==> config.mk <==
export PLATFORM = sky130hd
export DESIGN_NAME = rtc_event_emu
export DESIGN_NICKNAME = d
export VERILOG_FILES = /design/src/rtl/rte_pkg.sv /design/src/rtl/rte_rate_sel.sv /design/src/rtl/rte_per_div.sv /design/src/rtl/rte_time_cmp.sv /design/src/rtl/rtc_event_emu.sv
export SDC_FILE = /design/constraint.sdc
export NUM_CORES = 1
export LEC_CHECK = 0
export CAP_MARGIN = 20
export CELL_PAD_IN_SITES_DETAIL_PLACEMENT = 1
export CELL_PAD_IN_SITES_GLOBAL_PLACEMENT = 1
export CORE_MARGIN = 3
export CORE_UTILIZATION = 30
export DETAILED_ROUTE_END_ITERATION = 10
export PLACE_DENSITY_LB_ADDON = 0.25
export REMOVE_ABC_BUFFERS = 1
export SYNTH_ARGS = -nofsm -noshare
export SYNTH_HDL_FRONTEND = slang
export SYNTH_SLANG_ARGS = --single-unit
==> constraint.sdc <==
create_clock -name clk_i -period 2.7 [get_ports clk_i]
set_input_delay 0.54 -clock clk_i [delete_from_list [all_inputs] [get_ports clk_i]]
set_output_delay 0.54 -clock clk_i [all_outputs]
set_load 0.05 [all_outputs]
==> src/rtl/rte_pkg.sv <==
package rte_pkg;
  localparam logic [7:0] FLAG_IRQ = 8'h80;
  localparam logic [7:0] FLAG_PF  = 8'h40;
  localparam logic [7:0] FLAG_AF  = 8'h20;
  localparam logic [7:0] FLAG_UF  = 8'h10;
  localparam logic [7:0] EVT_ONE  = 8'h01;

  function automatic logic [15:0] mk_flags(logic uf, logic af, logic pf);
    logic [7:0] lo;
    lo = FLAG_IRQ | (uf ? FLAG_UF : 8'h00) | (af ? FLAG_AF : 8'h00) |
         (pf ? FLAG_PF : 8'h00);
    return {EVT_ONE, lo};
  endfunction
endpackage

==> src/rtl/rte_rate_sel.sv <==
module rte_rate_sel #(
  parameter int CODE_W    = 4,
  parameter int MIN_LOG2  = 1,
  parameter int MAX_LOG2  = 13,
  parameter int BASE_LOG2 = 6,
  parameter int CNT_W     = 6
) (
  input  logic              per_en_i,
  input  logic [CODE_W-1:0] code_i,
  output logic [CODE_W-1:0] rate_o,
  output logic [CNT_W-1:0]  div_o
);
  localparam logic [CODE_W-1:0] LO   = CODE_W'(MIN_LOG2);
  localparam logic [CODE_W-1:0] HI   = CODE_W'(MAX_LOG2);
  localparam logic [CODE_W-1:0] BASE = CODE_W'(BASE_LOG2);

  logic [CODE_W-1:0] code_c;
  logic [CODE_W-1:0] shift;

  always_comb begin
    if (code_i < LO)      code_c = LO;
    else if (code_i > HI) code_c = HI;
    else                  code_c = code_i;
    rate_o = (per_en_i && code_c > BASE) ? code_c : BASE;
    shift  = rate_o - code_c;
    div_o  = CNT_W'(1) << shift;
  end
endmodule

==> src/rtl/rte_per_div.sv <==
module rte_per_div #(
  parameter int CNT_W = 6
) (
  input  logic             clk_i,
  input  logic             rst_ni,
  input  logic             clr_i,
  input  logic             step_i,
  input  logic [CNT_W-1:0] div_i,
  output logic             hit_o
);
  logic [CNT_W-1:0] cnt_q;
  logic [CNT_W-1:0] cnt_nxt;

  assign cnt_nxt = cnt_q + 1'b1;
  // >= covers a divisor that shrank below the running count
  assign hit_o   = step_i && (cnt_nxt >= div_i);

  always_ff @(posedge clk_i or negedge rst_ni) begin
    if (!rst_ni)     cnt_q <= '0;
    else if (clr_i)  cnt_q <= '0;
    else if (step_i) cnt_q <= hit_o ? '0 : cnt_nxt;
  end
endmodule

==> src/rtl/rte_time_cmp.sv <==
module rte_time_cmp #(
  parameter int HR_W  = 5,
  parameter int MIN_W = 6,
  parameter int SEC_W = 6
) (
  input  logic             clk_i,
  input  logic             rst_ni,
  input  logic             load_i,
  input  logic             step_i,
  input  logic             upd_en_i,
  input  logic             alm_en_i,
  input  logic [HR_W-1:0]  cur_hr_i,
  input  logic [MIN_W-1:0] cur_min_i,
  input  logic [SEC_W-1:0] cur_sec_i,
  input  logic [HR_W-1:0]  alm_hr_i,
  input  logic [MIN_W-1:0] alm_min_i,
  input  logic [SEC_W-1:0] alm_sec_i,
  output logic             upd_hit_o,
  output logic             alm_hit_o
);
  logic [SEC_W-1:0] last_sec_q;
  logic             tod_match;

  assign tod_match = (cur_hr_i == alm_hr_i) && (cur_min_i == alm_min_i) &&
                     (cur_sec_i == alm_sec_i);
  assign upd_hit_o = step_i && upd_en_i && (cur_sec_i != last_sec_q);
  assign alm_hit_o = step_i && alm_en_i && tod_match;

  always_ff @(posedge clk_i or negedge rst_ni) begin
    if (!rst_ni)                 last_sec_q <= '0;
    else if (load_i || step_i)   last_sec_q <= cur_sec_i;
  end
endmodule

==> src/rtl/rtc_event_emu.sv <==
module rtc_event_emu #(
  parameter int CODE_W    = 4,
  parameter int MIN_LOG2  = 1,
  parameter int MAX_LOG2  = 13,
  parameter int BASE_LOG2 = 6,
  parameter int HR_W      = 5,
  parameter int MIN_W     = 6,
  parameter int SEC_W     = 6
) (
  input  logic              clk_i,
  input  logic              rst_ni,
  input  logic              tick_i,
  input  logic              upd_en_i,
  input  logic              alm_en_i,
  input  logic              per_en_i,
  input  logic [CODE_W-1:0] per_code_i,
  input  logic [HR_W-1:0]   cur_hr_i,
  input  logic [MIN_W-1:0]  cur_min_i,
  input  logic [SEC_W-1:0]  cur_sec_i,
  input  logic [HR_W-1:0]   alm_hr_i,
  input  logic [MIN_W-1:0]  alm_min_i,
  input  logic [SEC_W-1:0]  alm_sec_i,
  output logic              tick_req_o,
  output logic [CODE_W-1:0] rate_log2_o,
  output logic              irq_o,
  output logic [15:0]       flags_o
);
  import rte_pkg::*;

  localparam int DIV_MAX = 1 << (BASE_LOG2 - MIN_LOG2);
  localparam int CNT_W   = $clog2(DIV_MAX + 1);

  logic             any_en, armed_q, arm, step;
  logic             uf, af, pf;
  logic [CNT_W-1:0] div;
  logic             irq_q;
  logic [15:0]      flags_q;

  assign any_en     = upd_en_i | alm_en_i | per_en_i;
  assign arm        = any_en & ~armed_q;
  assign step       = tick_i & any_en & armed_q;
  assign tick_req_o = any_en;

  rte_rate_sel #(
    .CODE_W(CODE_W), .MIN_LOG2(MIN_LOG2), .MAX_LOG2(MAX_LOG2),
    .BASE_LOG2(BASE_LOG2), .CNT_W(CNT_W)
  ) u_rate (
    .per_en_i(per_en_i), .code_i(per_code_i), .rate_o(rate_log2_o), .div_o(div)
  );

  rte_per_div #(.CNT_W(CNT_W)) u_div (
    .clk_i(clk_i), .rst_ni(rst_ni), .clr_i(arm), .step_i(step & per_en_i),
    .div_i(div), .hit_o(pf)
  );

  rte_time_cmp #(.HR_W(HR_W), .MIN_W(MIN_W), .SEC_W(SEC_W)) u_tod (
    .clk_i(clk_i), .rst_ni(rst_ni), .load_i(arm), .step_i(step),
    .upd_en_i(upd_en_i), .alm_en_i(alm_en_i),
    .cur_hr_i(cur_hr_i), .cur_min_i(cur_min_i), .cur_sec_i(cur_sec_i),
    .alm_hr_i(alm_hr_i), .alm_min_i(alm_min_i), .alm_sec_i(alm_sec_i),
    .upd_hit_o(uf), .alm_hit_o(af)
  );

  always_ff @(posedge clk_i or negedge rst_ni) begin
    if (!rst_ni) begin
      armed_q <= 1'b0;
      irq_q   <= 1'b0;
      flags_q <= '0;
    end else begin
      armed_q <= any_en;
      irq_q   <= uf | af | pf;
      flags_q <= (uf | af | pf) ? mk_flags(uf, af, pf) : 16'h0000;
    end
  end

  assign irq_o   = irq_q;
  assign flags_o = flags_q;
endmodule

==> reports/results.tsv, run 1 <==
stage	metric	value	unit
routing	drt_pass1_iterations	4	
timing	fin_crit_sh	1.04	
synth	avgSynthCellArea	9.43	um^2
layout	final_area	0.00226	mm^2
layout	antennaDiodeCount	0	
routing	num_vias	1311	
clocking	htreeDepth	1	
layout	seqCellArea	425	um^2
synth	post-synth-top-area-fraction	0.299	
synth	synth_edf_count	0	
clocking	cts_root_buf	clkbuf_8	
synth	synth-seq-cells	17	
global_routing	grt_use_total	0.152	
global_routing	grt_util_met1	0.163	
floorplan	die_w	74.9	um
power	p_leak	1.02	nW
layout	layout_common_cells	clkdlybuf4s50_1, buf_4, xor2_1, dfrtp_1, conb_1	
job	maxCapViolations	0	
timing	rsz0062_at_grt	yes	
setup_path	start_kind	primary input	
place	hpwlAfterDp	3.46	mm
timing	setup_viol	2	
global_routing	busiest_layer	met2	
setup_path	startpoint	per_code_i[0]	
routing	wl_per_cell	14.8	um
status	run_status	finished with violations	
routing	avgViaCountPerCell	4.77	
global_routing	grt_max_degree	18	
hold_path	hold_start	u_tod.last_sec_q[0]	
setup_path	critPathCaptureType	flop	
clocking	path_clk_slew	70	ps
layout	drive_gt1_frac	0.269	
power	power_density	451	mW/mm^2
status	violations	setup timing	
synth	yosysSeqAreaShare	0.299	
clocking	clock_latency	250	ps
timing	hold_violations	0	
global_routing	grt_pass1_wl	6.54	mm
synth	synth_ff_type	dfrtp_1	
global_routing	use_met2	0.302	
floorplan	start_util	0.318	
place	place.port_buffers	54	
routing	routed_wl	4.07	mm
timing	fin_hold_ws	534	ps
timing	fin_ws	-97.6	ps
layout	layout.nets	280	
timing	tightest_slew	778	ps
timing	drv_slew	0	
floorplan	dieArea	0.00561	mm^2
floorplan	design.core.area	0.00447	mm^2
routing	drtAntennaViolNets	0	
synth	netlist_area	0.00142	mm^2
clocking	cts_sinks	17	
setup_path	rr_startpoint	u_div.cnt_q[0]	
synth	synth_warnings	0	
global_routing	use_met3	0.0214	
setup_path	worstPathMaxFanout	6	
global_routing	grt_overflow	0	
setup_path	required	2830	ps
synth	syn-instance-count	151	
power	ir_drop	204	uV
timing	post-route-min-period	2800	ps
clocking	cts_buffer_depth	2	
clocking	cts_inserted_buffers	3	
power	total_power	1.02	mW
routing	drc	0	
synth	synthArstFlopShare	1.00	
floorplan	rows	24	
timing	slew_headroom	0.480	
floorplan	io_pins	66	
clocking	cts_tree	built	
timing	fmax	0.357	GHz
layout	num-fill-cells	513	
timing	tns	-127	ps
setup_path	critical_path_class	primary input to flop	
floorplan	chipHeight	74.9	um
layout	multi_input_area	960	um^2
place	placement.cell_area	0.00210	mm^2
layout	syn2layout_area_growth	59.0	%
synth	netlist_top_cells_area	dfrtp_1, ha_1, xor2_1	
setup_path	cp.arrival	2930	ps
global_routing	antenna_found_initial	0	
synth	ys_types	37	
global_routing	grt_pass1_vias	1427	
place	place_congestion	0.901	
timing	skew	2.60	ps
layout	final_common_cell	clkdlybuf4s50_1	
hold_path	worstHoldPathType	flop to flop	
place	pre_cts_ws	-996	ps
synth	yosysTopAreaCell	dfrtp_1	
routing	first_iter_violations	11	
-- logic make-up after synthesis --
family	synth area share
simple gates	0.154
xor+xnor	0.160
buf+inv	0.102
compound gates	0.122
flops	0.299
fa+ha+maj	0.105
mux	0.0554
other cells	0.00263
-- metrics by stage --
step	utilization	std cells
floorplan	-	145
global placement	0.469	265
detailed placement	0.469	265
CTS	0.490	272
global route	0.506	275
finish	0.506	275
-- synth_stat cells, types with 2 or more instances --
cell type and number:
ha_1 12, nand2_1 8, a21oi_1 3, buf_4 13, inv_1 8, mux2_2 7, o22a_1 2, xnor2_1 9
o21ai_0 3, nand3b_1 2, dfrtp_1 17, a22o_1 4, nor3_2 2, nand4_1 3, xor2_1 17, nor2_1 3
nand2b_1 2, a21oi_2 2, nor2b_1 2, nand3_1 8, nor4_1 4, buf_2 2, a31oi_1 4
-- registers in the layout (all words and copies together) (netlist names) --
name / count
u_div.cnt_q: 6
u_tod.last_sec_q: 6
flags_o: 4
armed_q: 1
-- routing by layer --
metal  wire, um  up-vias  part of all wire
met2       2230       46              0.55
li1           -      646                 -
met5          0        -                 0
met3        207        6             0.051
met4         59        0             0.014
met1       1580      613              0.39
-- final timing paths --
kind / endpoint / slack [ps] / depth (start not counted)
setup / recovery: flags_o[7] / -100 / 14
hold / removal: u_tod.last_sec_q[0] / 530 / 1
setup reg to reg: flags_o[7] / 340 / 9
hold reg to reg: u_tod.last_sec_q[0] / 530 / 1
max in group asynchronous: u_tod.last_sec_q[1] / 1470 / 1
min in group asynchronous: u_div.cnt_q[2] / 740 / 1
-- cell type report --
cell class	instances	share of cell area
tap	52	0.0287
inverter	9	0.0149
sequential	17	0.188
clock inverter	1	0.00221
timing repair buffer	74	0.324
clock buffer	3	0.0182
multi-input combinational	119	0.424
-- power breakdown --
| group | total (mW) | internal (mW) | switching [mW] |
|---|---|---|---|
| clock | 0.188 | 0.102 | 0.0859 |
| combinational | 0.513 | 0.245 | 0.268 |
| sequential | 0.319 | 0.289 | 0.0300 |
-- worst max-delay path, cell delays in order --
cell      delay, ps
buf_6            70
inv_2            40
a21oi_4         160
a21oi_2          40
o22a_1          240
ha_2            210
o22a_2          270
nand3b_1        170
ha_1            300
a41o_1          230
a21oi_2         120
o21ai_1          70
and2_4          140
or3_1           310
-- timing repair --
action	4_1_cts	5_1_grt
gates cloned	0	0
hold buffers	0	0
pin swaps	13	9
gates resized for setup	30	9
buffers inserted	3	3
endpoints found under the setup margin	8	7
Power figures use the tool's default switching activity.
==> run 2, diff against run 1 <==
HOLD_SLACK_MARGIN = 0.15   (was not set)
==> results of run 2 <==
Final layout, timing and power as in run 1 (identical DEF).
==> run 3, diff against run 2 <==
SLEW_MARGIN = 20   (was not set)
==> results of run 3 <==
Final layout, timing and power as in run 1 (identical DEF).
